### src/rtl/ssp_pkg.sv
package ssp_pkg;
  localparam int DW = 8;

  typedef enum logic [1:0] {
    ST_IDLE    = 2'd0,
    ST_WAIT_CS = 2'd1,
    ST_XFER    = 2'd2
  } xfer_state_t;

  localparam logic [1:0] A_CTRL = 2'd0;
  localparam logic [1:0] A_STAT = 2'd1;
  localparam logic [1:0] A_DATA = 2'd2;

  localparam int B_BUSY = 0;
  localparam int B_IRQ  = 1;
  localparam int B_ABT  = 2;
  localparam int B_OVR  = 3;
  localparam int B_WAIT = 4;

  localparam int C_EXT  = 0;
  localparam int C_CSEN = 1;
  localparam int C_IEN  = 2;

  // write-zero-to-clear flag update, set event wins
  function automatic logic sticky_next(logic cur, logic keep, logic set_ev);
    return (cur & keep) | set_ev;
  endfunction

  // shift toward MSB, new bit enters at LSB
  function automatic logic [DW-1:0] shift_in(logic [DW-1:0] v, logic b);
    return {v[DW-2:0], b};
  endfunction
endpackage

### src/rtl/ssp_sync.sv
module ssp_sync #(
  parameter int   STAGES  = 2,
  parameter logic RST_VAL = 1'b0
) (
  input  logic clk,
  input  logic rst_n,
  input  logic d,
  output logic q
);
  localparam int N = (STAGES < 1) ? 1 : STAGES;
  logic [N-1:0] chain_q;

  generate
    if (N == 1) begin : g_one
      always_ff @(posedge clk or negedge rst_n) begin
        if (!rst_n) chain_q <= RST_VAL;
        else        chain_q <= d;
      end
    end else begin : g_many
      always_ff @(posedge clk or negedge rst_n) begin
        if (!rst_n) chain_q <= {N{RST_VAL}};
        else        chain_q <= {chain_q[N-2:0], d};
      end
    end
  endgenerate

  assign q = chain_q[N-1];
endmodule

### src/rtl/ssp_sckgen.sv
module ssp_sckgen #(
  parameter int HALF_DIV    = 4,
  parameter int SYNC_STAGES = 2
) (
  input  logic clk,
  input  logic rst_n,
  input  logic run,
  input  logic ext_sel,
  input  logic sck_ext,
  output logic sck_int,
  output logic rise_ev,
  output logic fall_ev
);
  localparam int CW = (HALF_DIV > 1) ? $clog2(HALF_DIV) : 1;
  localparam logic [CW-1:0] DIV_LAST = CW'(HALF_DIV - 1);

  logic [CW-1:0] div_q;
  logic          tick;
  logic          ext_s, ext_prev_q;
  logic          int_rise, int_fall, ext_rise, ext_fall;

  ssp_sync #(.STAGES(SYNC_STAGES), .RST_VAL(1'b1)) u_sck_sync (
    .clk   (clk),
    .rst_n (rst_n),
    .d     (sck_ext),
    .q     (ext_s)
  );

  always_ff @(posedge clk or negedge rst_n) begin
    if (!rst_n) ext_prev_q <= 1'b1;
    else        ext_prev_q <= ext_s;
  end

  assign tick = run && !ext_sel && (div_q == DIV_LAST);

  always_ff @(posedge clk or negedge rst_n) begin
    if (!rst_n) begin
      div_q   <= '0;
      sck_int <= 1'b1;
    end else if (!run || ext_sel) begin
      div_q   <= '0;
      sck_int <= 1'b1;
    end else if (tick) begin
      div_q   <= '0;
      sck_int <= ~sck_int;
    end else begin
      div_q   <= div_q + 1'b1;
    end
  end

  assign int_rise = tick && !sck_int;
  assign int_fall = tick && sck_int;
  assign ext_rise = run && ext_s && !ext_prev_q;
  assign ext_fall = run && !ext_s && ext_prev_q;

  assign rise_ev = ext_sel ? ext_rise : int_rise;
  assign fall_ev = ext_sel ? ext_fall : int_fall;
endmodule

### src/rtl/ssp_shifter.sv
module ssp_shifter
  import ssp_pkg::*;
#(
  parameter int W = DW
) (
  input  logic         clk,
  input  logic         rst_n,
  input  logic         load,
  input  logic [W-1:0] load_val,
  input  logic         rise_ev,
  input  logic         fall_ev,
  input  logic         si,
  output logic         so,
  output logic         done,
  output logic [W-1:0] rx
);
  localparam int CNTW = $clog2(W + 1);
  localparam logic [CNTW-1:0] CNT_LAST = CNTW'(W - 1);

  logic [W-1:0]    sh_q;
  logic            samp_q;
  logic [CNTW-1:0] cnt_q;

  assign done = rise_ev && (cnt_q == CNT_LAST);
  assign rx   = shift_in(sh_q, si);
  assign so   = sh_q[W-1];

  always_ff @(posedge clk or negedge rst_n) begin
    if (!rst_n) begin
      sh_q   <= '0;
      samp_q <= 1'b0;
      cnt_q  <= '0;
    end else if (load) begin
      sh_q   <= load_val;
      samp_q <= 1'b0;
      cnt_q  <= '0;
    end else begin
      if (rise_ev) begin
        samp_q <= si;
        cnt_q  <= done ? '0 : cnt_q + 1'b1;
      end
      // the leading falling edge precedes any sample and shifts nothing
      if (fall_ev && (cnt_q != '0)) sh_q <= shift_in(sh_q, samp_q);
    end
  end
endmodule

### src/rtl/sync_shift_port.sv
module sync_shift_port
  import ssp_pkg::*;
#(
  parameter int HALF_DIV    = 4,
  parameter int SYNC_STAGES = 2
) (
  input  logic       clk,
  input  logic       rst_n,
  input  logic [1:0] addr,
  input  logic       wr_en,
  input  logic       rd_en,
  input  logic [7:0] wdata,
  output logic [7:0] rdata,
  output logic       irq,
  input  logic       sck_i,
  output logic       sck_o,
  output logic       sck_oe,
  output logic       so_o,
  output logic       so_oe,
  input  logic       si_i,
  input  logic       cs_n_i
);
  xfer_state_t st_q;
  logic [2:0]    ctrl_q;
  logic [DW-1:0] buf_q;
  logic          irq_flag_q, abt_q, ovr_q, wait_q, unread_q;

  logic ext_clk, cs_en, irq_en;
  logic busy, waiting, running;
  logic data_rd, data_wr, stat_wr, start_wr, start_ok;
  logic blocked_acc, abort_ev, xfer_done;
  logic cs_hi, si_s, sck_int, rise_ev, fall_ev, sh_done, sh_so;
  logic [DW-1:0] rx_byte;
  logic keep_irq, keep_abt, keep_ovr, keep_wait;

  assign ext_clk = ctrl_q[C_EXT];
  assign cs_en   = ctrl_q[C_CSEN];
  assign irq_en  = ctrl_q[C_IEN];

  assign busy    = (st_q != ST_IDLE);
  assign waiting = (st_q == ST_WAIT_CS);
  assign running = (st_q == ST_XFER);

  assign data_rd  = rd_en && (addr == A_DATA);
  assign data_wr  = wr_en && (addr == A_DATA);
  assign stat_wr  = wr_en && (addr == A_STAT);
  assign start_wr = stat_wr && wdata[B_BUSY];
  assign start_ok = start_wr && !busy && !abt_q;

  assign blocked_acc = busy && (data_rd || data_wr);
  assign abort_ev    = running && cs_en && cs_hi;
  assign xfer_done   = running && sh_done && !abort_ev;

  ssp_sync #(.STAGES(SYNC_STAGES), .RST_VAL(1'b1)) u_cs_sync (
    .clk (clk), .rst_n (rst_n), .d (cs_n_i), .q (cs_hi)
  );

  ssp_sync #(.STAGES(SYNC_STAGES), .RST_VAL(1'b0)) u_si_sync (
    .clk (clk), .rst_n (rst_n), .d (si_i), .q (si_s)
  );

  ssp_sckgen #(.HALF_DIV(HALF_DIV), .SYNC_STAGES(SYNC_STAGES)) u_sckgen (
    .clk     (clk),
    .rst_n   (rst_n),
    .run     (running),
    .ext_sel (ext_clk),
    .sck_ext (sck_i),
    .sck_int (sck_int),
    .rise_ev (rise_ev),
    .fall_ev (fall_ev)
  );

  ssp_shifter #(.W(DW)) u_shifter (
    .clk      (clk),
    .rst_n    (rst_n),
    .load     (start_ok || (data_wr && !busy)),
    .load_val (start_ok ? buf_q : wdata),
    .rise_ev  (rise_ev),
    .fall_ev  (fall_ev),
    .si       (si_s),
    .so       (sh_so),
    .done     (sh_done),
    .rx       (rx_byte)
  );

  assign keep_irq  = !stat_wr || wdata[B_IRQ];
  assign keep_abt  = !stat_wr || wdata[B_ABT];
  assign keep_ovr  = !stat_wr || wdata[B_OVR];
  assign keep_wait = !stat_wr || wdata[B_WAIT];

  always_ff @(posedge clk or negedge rst_n) begin
    if (!rst_n) begin
      st_q <= ST_IDLE;
    end else begin
      unique case (st_q)
        ST_IDLE:    if (start_ok) st_q <= cs_en ? ST_WAIT_CS : ST_XFER;
        ST_WAIT_CS: if (!cs_hi)   st_q <= ST_XFER;
        ST_XFER:    if (abort_ev || xfer_done) st_q <= ST_IDLE;
        default:    st_q <= ST_IDLE;
      endcase
    end
  end

  always_ff @(posedge clk or negedge rst_n) begin
    if (!rst_n) begin
      ctrl_q     <= '0;
      buf_q      <= '0;
      irq_flag_q <= 1'b0;
      abt_q      <= 1'b0;
      ovr_q      <= 1'b0;
      wait_q     <= 1'b0;
      unread_q   <= 1'b0;
    end else begin
      if (wr_en && (addr == A_CTRL)) ctrl_q <= wdata[2:0];

      if (xfer_done)             buf_q <= rx_byte;
      else if (data_wr && !busy) buf_q <= wdata;

      if (xfer_done)             unread_q <= 1'b1;
      else if (data_rd && !busy) unread_q <= 1'b0;

      irq_flag_q <= sticky_next(irq_flag_q, keep_irq, abort_ev || xfer_done);
      abt_q      <= sticky_next(abt_q, keep_abt, abort_ev);
      ovr_q      <= sticky_next(ovr_q, keep_ovr, xfer_done && unread_q);
      wait_q     <= sticky_next(wait_q, keep_wait, blocked_acc);
    end
  end

  always_comb begin
    unique case (addr)
      A_CTRL:  rdata = {5'b0, ctrl_q};
      A_STAT:  rdata = {3'b0, wait_q, ovr_q, abt_q, irq_flag_q, busy};
      A_DATA:  rdata = busy ? 8'hFF : buf_q;
      default: rdata = 8'h00;
    endcase
  end

  assign sck_o  = sck_int;
  assign sck_oe = !ext_clk && !abt_q;
  assign so_o   = sh_so;
  assign so_oe  = !abt_q;
  assign irq    = irq_flag_q && irq_en;
endmodule

### config.mk
export PLATFORM = sky130hd
export DESIGN_NAME = sync_shift_port
export DESIGN_NICKNAME = d
export VERILOG_FILES = /design/src/rtl/ssp_pkg.sv /design/src/rtl/ssp_sync.sv /design/src/rtl/ssp_sckgen.sv /design/src/rtl/ssp_shifter.sv /design/src/rtl/sync_shift_port.sv
export SDC_FILE = /design/constraint.sdc
export NUM_CORES = 1
export LEC_CHECK = 0
export CAP_MARGIN = 10
export CORE_ASPECT_RATIO = 2
export CORE_MARGIN = 1
export CORE_UTILIZATION = 50
export CTS_CLUSTER_SIZE = 28
export DETAILED_ROUTE_END_ITERATION = 16
export DONT_BUFFER_PORTS = 1
export PLACE_DENSITY = 0.66
export SLEW_MARGIN = 20
export SYNTH_ARGS = -nofsm -noshare
export SYNTH_HDL_FRONTEND = slang
export SYNTH_SLANG_ARGS = --single-unit
export TNS_END_PERCENT = 20
### constraint.sdc
create_clock -name clk -period 2.31 [get_ports clk]
set_input_delay 0.1155 -clock clk [delete_from_list [all_inputs] [get_ports clk]]
set_output_delay 0.1155 -clock clk [all_outputs]
set_load 0.005 [all_outputs]
---- Word-level counts from Yosys, hierarchy flattened ----
Cells that the tools add are included.
cells by class
  reduce and logical (&&, ||, !) cells .... 54
  muxes and demuxes ....................... 25
  bitwise operators ....................... 9
  equality and inequality tests ........... 9
  add/sub/neg operators ................... 2
operators with widths
  cell                   number
  $mux W8                6
  $logic_and A1 B1 Y1    27
  $pmux W8 S3            1
  $mux W2                6
  $mux W4                3
  $reduce_bool A2 Y1     6
  $logic_not A1 Y1       9
  $logic_or A1 B1 Y1     8
  $mux W1                8
  $eq A2 B2 Y1 const B   3
  $pmux W2 S3            1
  $add A4 B1 Y4 const B  1
  $and A1 B1 Y1          4
  $eq A2 B1 Y1 const B   2
  $eq A4 B3 Y1 const B   1
  $logic_not A2 Y1       2
  $ne A2 B2 Y1 const B   2
  $or A1 B1 Y1           4
  $reduce_bool A4 Y1     1
  $reduce_and A3 Y1      1
  $add A2 B1 Y2 const B  1
  $ne A2 B1 Y1 const B   1
  $not A1 Y1             1
storage, ports and cells
  input port bits ......................... 17
  register bits after elaboration ......... 41
  logic and storage cells ................. 116

---- Depth between registers and ports, before layout ----
Gate-level depths: netlist of the first run.
  depth after elaboration ................. 11
  gate-level depth with buffers ........... 6

---- Cells and area by module ----
From an unflattened synthesis of the first run, not the netlist that was laid out.
second synthesis, totals
  cell total of the unflattened synthesis .. 220
  area total of the unflattened synthesis .. 2194.6 um2
by module, submodules not included
  module                     cells an instance  area an instance (um2)  seq. area each (um2)  instances
  sync_shift_port            125                1137.3                  450.4                 1
  ssp_shifter                72                 684.4                   325.3                 1
  ssp_sckgen                 17                 217.7                   102.6                 1
  ssp_sync at u_cs_sync ...  2                  52.6                    52.6                  2
  ssp_sync at u_si_sync      2                  50.0                    50.0                  1

---- Least setup slack after synthesis of the first run ----
OpenSTA, ideal clock, no wires.
  kind .................................... reg-to-reg
  start ................................... reg st_q[0]
  end ..................................... reg u_shifter.sh_q[1]
  period minus slack after synthesis ...... 1.814 ns
  cell stages (with the launch flop) ...... 6
  path slack .............................. 0.496 ns
  data required time ...................... 2.182 ns
  buffers on the path ..................... 1
  library setup time ...................... 0.128 ns
  arrival ................................. 1.687 ns
  path through ............................ dfrtp_1 buf_6 or4b_4 o22ai_4 nor2_2 mux2_1
on the way
  longest elaborated chain between the ends .. 7
  elaborated cells between the ends (all ways) .. 17
  classes of those cells .................. 1 x eq/ne; 3 x mux; 13 x reduce/logical
ends and longest elaborated chain
  item                                 line                   RTL
  from (decl)                          sync_shift_port.sv:23  xfer_state_t st_q;
  from (signal assigned)               sync_shift_port.sv:96  ST_IDLE: if (start_ok) st_q <= cs_en ? ST_WAIT_CS : ST_XFER;
  $eq A2 B2 Y1                         sync_shift_port.sv:42  assign running = (st_q == ST_XFER);
  $logic_and A1 B1 Y1 (2 in a row)     ssp_sckgen.sv:34       assign tick = run && !ext_sel && (div_q == DIV_LAST);
  $logic_and A1 B1 Y1                  ssp_sckgen.sv:52       assign int_fall = tick && sck_int;
  $mux W1                              ssp_sckgen.sv:57       assign fall_ev = ext_sel ? ext_fall : int_fall;
  $logic_and A1 B1 Y1                  ssp_shifter.sv:43      if (fall_ev && (cnt_q != '0)) sh_q <= shift_in(sh_q, samp_q);
  $reduce_bool A2 Y1 (no source line)  n/a
  to (signal assigned)                 ssp_shifter.sv:34      sh_q <= load_val;
  to (signal assigned)                 ssp_shifter.sv:43
  to (decl)                            ssp_shifter.sv:20      logic [W-1:0] sh_q;
Parallel ways exist; a longest one is shown, timed or not.
A chain may end at the register's enable or synchronous reset.

---- Worst setup path in the final report of the first run ----
  start ................................... reg st_q[0]
  end ..................................... reg u_shifter.sh_q[3]
Same word-level chain as after synthesis.

==> flow_summary.toml, run 1 <==
[worst_setup_path]
critical_path.cell_chain = "or4b_4 -> o22ai_4 -> nor2_2 -> mux2_1"
worstPathMaxFanout = 10
critPathLaunchType = "flip-flop"
cp_slowest_stage_delay_ps = 620
criticalPathCategory = "flip-flop to flip-flop"
type_of_element_capturing_the_critical_path = "flip-flop"
critical_path.slowest_cell = "or4b_4"
timing.critical_path.required_ps = 2480
arrival_time_worst_endpoint_ps = 2160

[logic_synthesis]
post-synth-top-area-fraction_pct = 41.3
synth_fa_ha_area_share_pct = 1.77
dominantRegCellSynth = "dfrtp_1"
synthSimpleGateAreaFrac_pct = 17.9
synth_commonest_cells = "dfrtp_1 (35), a21oi_1 (18), nor2_1 (16)"
synth-xor-area-share_pct = 0.826
synth-seq-cells = 41
postSynthAreaPerCell_um2 = 10.4
synthTopCellsByArea = "dfrtp_1 (41%), dfstp_2 (7.4%), a21oi_1 (4.2%)"
synth_top_family_by_area = "compound AO/OA/AOI/OAI gates"
ys_types = 48
synth.largest_area_cell = "dfrtp_1"
synth_fp_nets = 223
post_synth_inst_count = 203
yosysWarningCount = 0
synth_edf_count = 0
compound_gate_portion_of_the_synthesized_area_pct = 19.4
ys_async_rst_share_pct = 100
seq_area_frac_synth_pct = 48.7
yosys-mux-area-fraction_pct = 7.61
synthesis.area_um2 = 2120
yosysMostFrequentCell = "dfrtp_1"

[clock_network]
clock_latency_late_sink_ps = 290
htree_num_levels = 2
clkTransAtPathRegs_ps = 80
tritoncts = "done"
cts_buffer_depth = 2
cts_buffers = 5
post_cts.repair.setup_buffers = 0
clock-root-buffer = "clkbuf_8"
cts_num_sinks = 41

[sta]
finalMaxSlewViolations = 0
final.min_clock_period_ps = 1980
grt_setup_unrepaired = "false"
hold-worst-slack_ps = 15.6
max_slew_margin_pct = 63.4
setup_viol = 0
post_route_skew_ps = 8.12
fin_crit_sh_pct = 85.8
timing_hold_violations_final = 0
max_clock_freq_mhz = 504
worstMarginPinSlew_ps = 545
totalNegativeSetupSlack_ps = 0

[pwr]
switching_share_pct = 32.7
internal-power_mw = 1.40
powerDensity_nw_per_um2 = 885
netSwitchingPower_mw = 0.680
part_of_the_power_in_combinational_logic_pct = 24.9
seq_power_share_pct = 51.5
static-leakage-power_nw = 1.02
power.clock.fraction_pct = 23.5
vdd.ir_drop.worst_uv = 517

[hold_path]
min_path_type = "primary input to flip-flop"

[placement]
finalWeightedCongestion = 0.861
place.port_buffers = 0
place_hpwl_mm = 3.54

[layout]
drive_above_1_share_pct = 13.1
antennaDiodeCount = 0
syn2layout_area_growth_pct = 10.9
layout.nets = 233

[die]
die_h_um = 94.1
floorplan.initialDensity_pct = 51.9
core.rowCount = 33
io_pins = 30
die-area_um2 = 4520
design.core.area_um2 = 4090
die_w_um = 48.1

[global_route]
grt-ovfl-total = 0
groute.usage.overall_pct = 25.5
grt.met1_usage_pct = 28.8
busiest_layer = "met2"
grt_start_max_net_pins = 42
grt_pass1_vias = 1737
grt_first_pass_wirelength_mm = 8.02
global_route.usage.met3_pct = 5.19
grt_use_met2_pct = 40.3
number_of_antenna_violations_at_the_first_check_in_global_routing = 0

[detailed_routing]
via_count = 1614
antenna_left = 0
drc_errors = 0
routedWlPerCell_um = 18.6
drt_pre_antenna_iters = 4
drt_first_iter_violations = 32
avgViaCountPerCell = 6.07
detail_route.wirelength_mm = 4.94

[outcome]
run_status = "finished, final reports clean"

[run]
max_cap_violations = 0
[critical path, delay by kind of cell, from the launching register on]
family | cells | cell delay, ps
AND/OR/NAND/NOR | 2 | 770
AO/OA/AOI/OAI | 1 | 230
multiplexers | 1 | 360
flip-flops | 1 | 500
[power groups by stage]
stage,logic [mW],clock network (mW),registers [mW]
floorplan,0.432,0,1.00
global placement,0.473,0,1.07
detailed placement,0.489,0,1.08
CTS,0.524,0.502,1.07
global route,0.579,0.538,1.10
finish,0.519,0.490,1.07
[cell families after synthesis]
family | after synthesis
simple gates | 65
xor+xnor | 2
fa+ha+maj | 3
compound gates | 61
buf+inv | 16
mux | 15
flops | 41
[sequential cells by signal, summed over array words and instances, names as in the netlist]
name / count
abt_q: 1
u_shifter.sh_q: 8
st_q: 2
u_shifter.samp_q: 1
u_shifter.cnt_q: 4
u_sckgen.div_q: 2
u_sckgen.sck_int: 1
u_sckgen.ext_prev_q: 1
ctrl_q: 3
u_cs_sync.chain_q: 2
u_si_sync.chain_q: 2
buf_q: 8
u_sckgen.u_sck_sync.chain_q: 2
irq_flag_q: 1
ovr_q: 1
unread_q: 1
wait_q: 1
[what timing repair did]
| action | CTS | global route |
|---|---|---|
| endpoints found under the setup margin | 0 | 0 |
| gates resized for setup | 0 | 0 |
| endpoints found under the hold margin | 51 | 0 |
| hold buffers | 10 | 0 |
[per-stage QoR]
stage               total power, mW  worst slack [ps]  util, %  instance area (um^2)  cells
finish                         2.08               327     57.5                  2350    266
global route                   2.21               234     57.5                  2350    266
CTS                            2.09               326     57.5                  2350    266
detailed placement             1.57               336     52.6                  2150    248
global placement               1.55               387     52.6                  2150    248
floorplan                      1.44               496        -                  2120    203
[layout by cell type, fill, tap and decap left out, types with 7 or more instances in the layout]
cell type	n
dfrtp_1	35
a21oi_1	18
nor2_1	16
nand2_1	14
o21ai_0	13
dlygate4sd3_1	9
mux2_1	7
[final cells by class]
cell class	instances	area (um^2)
fillers	358	1740
flip-flops and latches	41	1030
repair buffers	13	133
clock buffers	8	90.1
inverters	6	22.5
multi-input cells	146	1010
well taps	52	65.1
[path summary, 6_finish.rpt]
check / slack [ps] / startpoint / cells past startpoint / endpoint
hold reg to reg: 350 / u_si_sync.chain_q[0] / 0 / u_si_sync.chain_q[1]
setup / recovery: 330 / st_q[0] / 4 / u_shifter.sh_q[3]
hold / removal: 20 / wdata[3] / 2 / ovr_q
setup reg to reg: 330 / st_q[0] / 4 / u_shifter.sh_q[3]
min in group asynchronous: 270 / rst_n / 2 / abt_q
max in group asynchronous: 1760 / rst_n / 2 / u_sckgen.ext_prev_q
[layer usage]
| layer | wire [um] | share of wire, % |
|---|---|---|
| met4 | 186 | 3.8 |
| met1 | 1960 | 40 |
| met5 | 0 | 0 |
| met3 | 206 | 4.2 |
| met2 | 2580 | 52 |
Note: power is estimated with default switching activity, not from simulation.
==> inputs of run 2 (changes only) <==
Settings changed: PLACE_DENSITY 0.66 to default, PLACE_DENSITY_LB_ADDON from default to 0.05.
==> run 2 against run 1 <==
  * Global-route usage is 0.81 points higher
  * Count of clock-buffer cells in the layout is 3 lower
  * Sequential share of layout area is 1.1 points lower
  * Power is 10% higher
  * Routed wire length is 6.1% higher
==> flow_summary.toml, run 2 (synthesis gave the netlist of run 1 again) <==
[detailed_routing]
antenna_left = 0
drt_pre_antenna_iters = 4
via_count = 1682
drt_first_iter_violations = 13
drc_errors = 0
detail_route.wirelength_mm = 5.24
avgViaCountPerCell = 6.28
routedWlPerCell_um = 19.5

[clock_network]
post_cts.repair.setup_buffers = 0
tritoncts = "done"
cts_num_sinks = 41
cts_buffers = 5
cts-resized-gates = 0
clock-root-buffer = "clkbuf_8"
cts-hold-fix-buffers = 11
clkTransAtPathRegs_ps = 80
htree_num_levels = 2
cts_buffer_depth = 2
clock_latency_late_sink_ps = 290

[global_route]
number_of_antenna_violations_at_the_first_check_in_global_routing = 0
grt-ovfl-total = 0
grt_first_pass_wirelength_mm = 8.37
grt_start_max_net_pins = 42
groute.usage.overall_pct = 26.3
grt_pass1_vias = 1777

[die]
die_h_um = 94.1
die_w_um = 48.1
floorplan.initialDensity_pct = 51.9
io_pins = 30
design.core.area_um2 = 4090
core.rowCount = 33
die-area_um2 = 4520

[sta]
finalMaxSlewViolations = 0
timing_hold_violations_final = 0
final.min_clock_period_ps = 2010
max_slew_margin_pct = 67.3
setup_viol = 0
grt_setup_unrepaired = "false"
post_route_skew_ps = 4.52
totalNegativeSetupSlack_ps = 0
fin_crit_sh_pct = 87.0
worstMarginPinSlew_ps = 487
max_clock_freq_mhz = 498

[worst_setup_path]
crit_end = "u_shifter.sh_q[6]"
worstPathMaxFanout = 10
timing.critical_path.required_ps = 2490
critPathLaunchType = "flip-flop"
worst_r2r_endpoint = "u_shifter.sh_q[6]"
critical_path.cell_chain = "or4b_4 -> o22ai_4 -> nor2_2 -> mux2_1"
arrival_time_worst_endpoint_ps = 2190
cp_slowest_stage_delay_ps = 630
setup.reg_to_reg.worst_slack_ps = 300
criticalPathCategory = "flip-flop to flip-flop"
critical_path.slowest_cell = "or4b_4"
r2r-start = "st_q[0]"
rr_worst_depth = 4
critical_path.top_delay_family = "simple AND/OR/NAND/NOR gates"
worst_setup_path_startpoint = "st_q[0]"
type_of_element_capturing_the_critical_path = "flip-flop"
critPathBufInv = 0
critical_path_depth = 4

[pwr]
static-leakage-power_nw = 1.05
powerDensity_nw_per_um2 = 949
vdd.ir_drop.worst_uv = 560
report.power.total_mw = 2.29

[placement]
finalWeightedCongestion = 0.817
place_hpwl_mm = 3.66
place.port_buffers = 0

[hold_path]
min_path_type = "primary input to flip-flop"

[run]
max_cap_violations = 0

[layout]
regArea_um2 = 1030
antennaDiodeCount = 0
syn2layout_area_growth_pct = 13.7
multi_input_area_um2 = 1010
layout.cells.most_common_list = "dfrtp_1 (35), a21oi_1 (18), nor2_1 (16)"
largestRegisters = "buf_q x8, u_shifter.sh_q x8, u_shifter.cnt_q x4"
layout.nets = 235
fillers = 359
drive_above_1_share_pct = 14.4
mostFrequentLayoutCell = "dfrtp_1"

[outcome]
run_status = "finished, final reports clean"
run 2: cell count changes in the layout (fill, tap and decap cells not counted):
cell,before,now
bufinv_16,0,2
clkbuf_1,2,0
buf_4,3,4
clkbuf_8,6,5
clkinv_2,0,1
dlygate4sd3_1,9,10
run 2: worst min-delay path by stage:
stage               slack [ps]   endpoint  cells after the start  startpoint
floorplan                 -180      abt_q                      0       rst_n
global placement          -180      abt_q                      0       rst_n
detailed placement        -180  ctrl_q[2]                      0       rst_n
CTS                         20   buf_q[5]                      2       wr_en
global route                60   buf_q[5]                      2       wr_en
finish                      20   buf_q[5]                      2       wr_en
run 2: area by class of cell:
class                           instances  area share [%]
Clock buffer                            5            2.85
Clock inverter                          3            2.70
Inverter                                6           0.934
Multi-Input combinational cell        146            41.8
Sequential cell                        41            42.8
Tap cell                               52            2.70
Timing Repair Buffer                   15            6.22
run 2: per-layer routing:
metal  track usage, %  share of wire (%)  vias to the layer above  routed length, um
li1                 -                  -                      763                  -
met1             30.3                 40                      857               2100
met2             43.8                 54                       48               2800
met3             4.23                3.1                       14                164
met4             13.7                3.3                        0                171
met5                0                  0                        -                  0
run 2: through the flow:
step           area (um^2)  cells  hold WS [ps]  worst slack (ps)  util (%)
6_report              2410    268          24.2               300      59.0
5_1_grt               2410    268          63.9               216      59.0
4_1_cts               2410    268          18.0               303      59.0
3_5_place_dp          2160    249          -179               310      52.8
3_3_place_gp          2160    249          -179               374      52.8
2_1_floorplan         2120    203          -180               496         -
run 2: power breakdown:
| group | total [mW] | internal, mW | switching, mW |
|---|---|---|---|
| combinational | 0.530 | 0.266 | 0.265 |
| clock | 0.689 | 0.429 | 0.260 |
| sequential | 1.07 | 0.896 | 0.174 |
| total | 2.29 | 1.59 | 0.699 |
run 2: worst reg2reg max path, cell delays in order (launching register included):
cell     delay, ps
dfrtp_1        520
or4b_4         630
o22ai_4        240
nor2_2         160
mux2_1         350
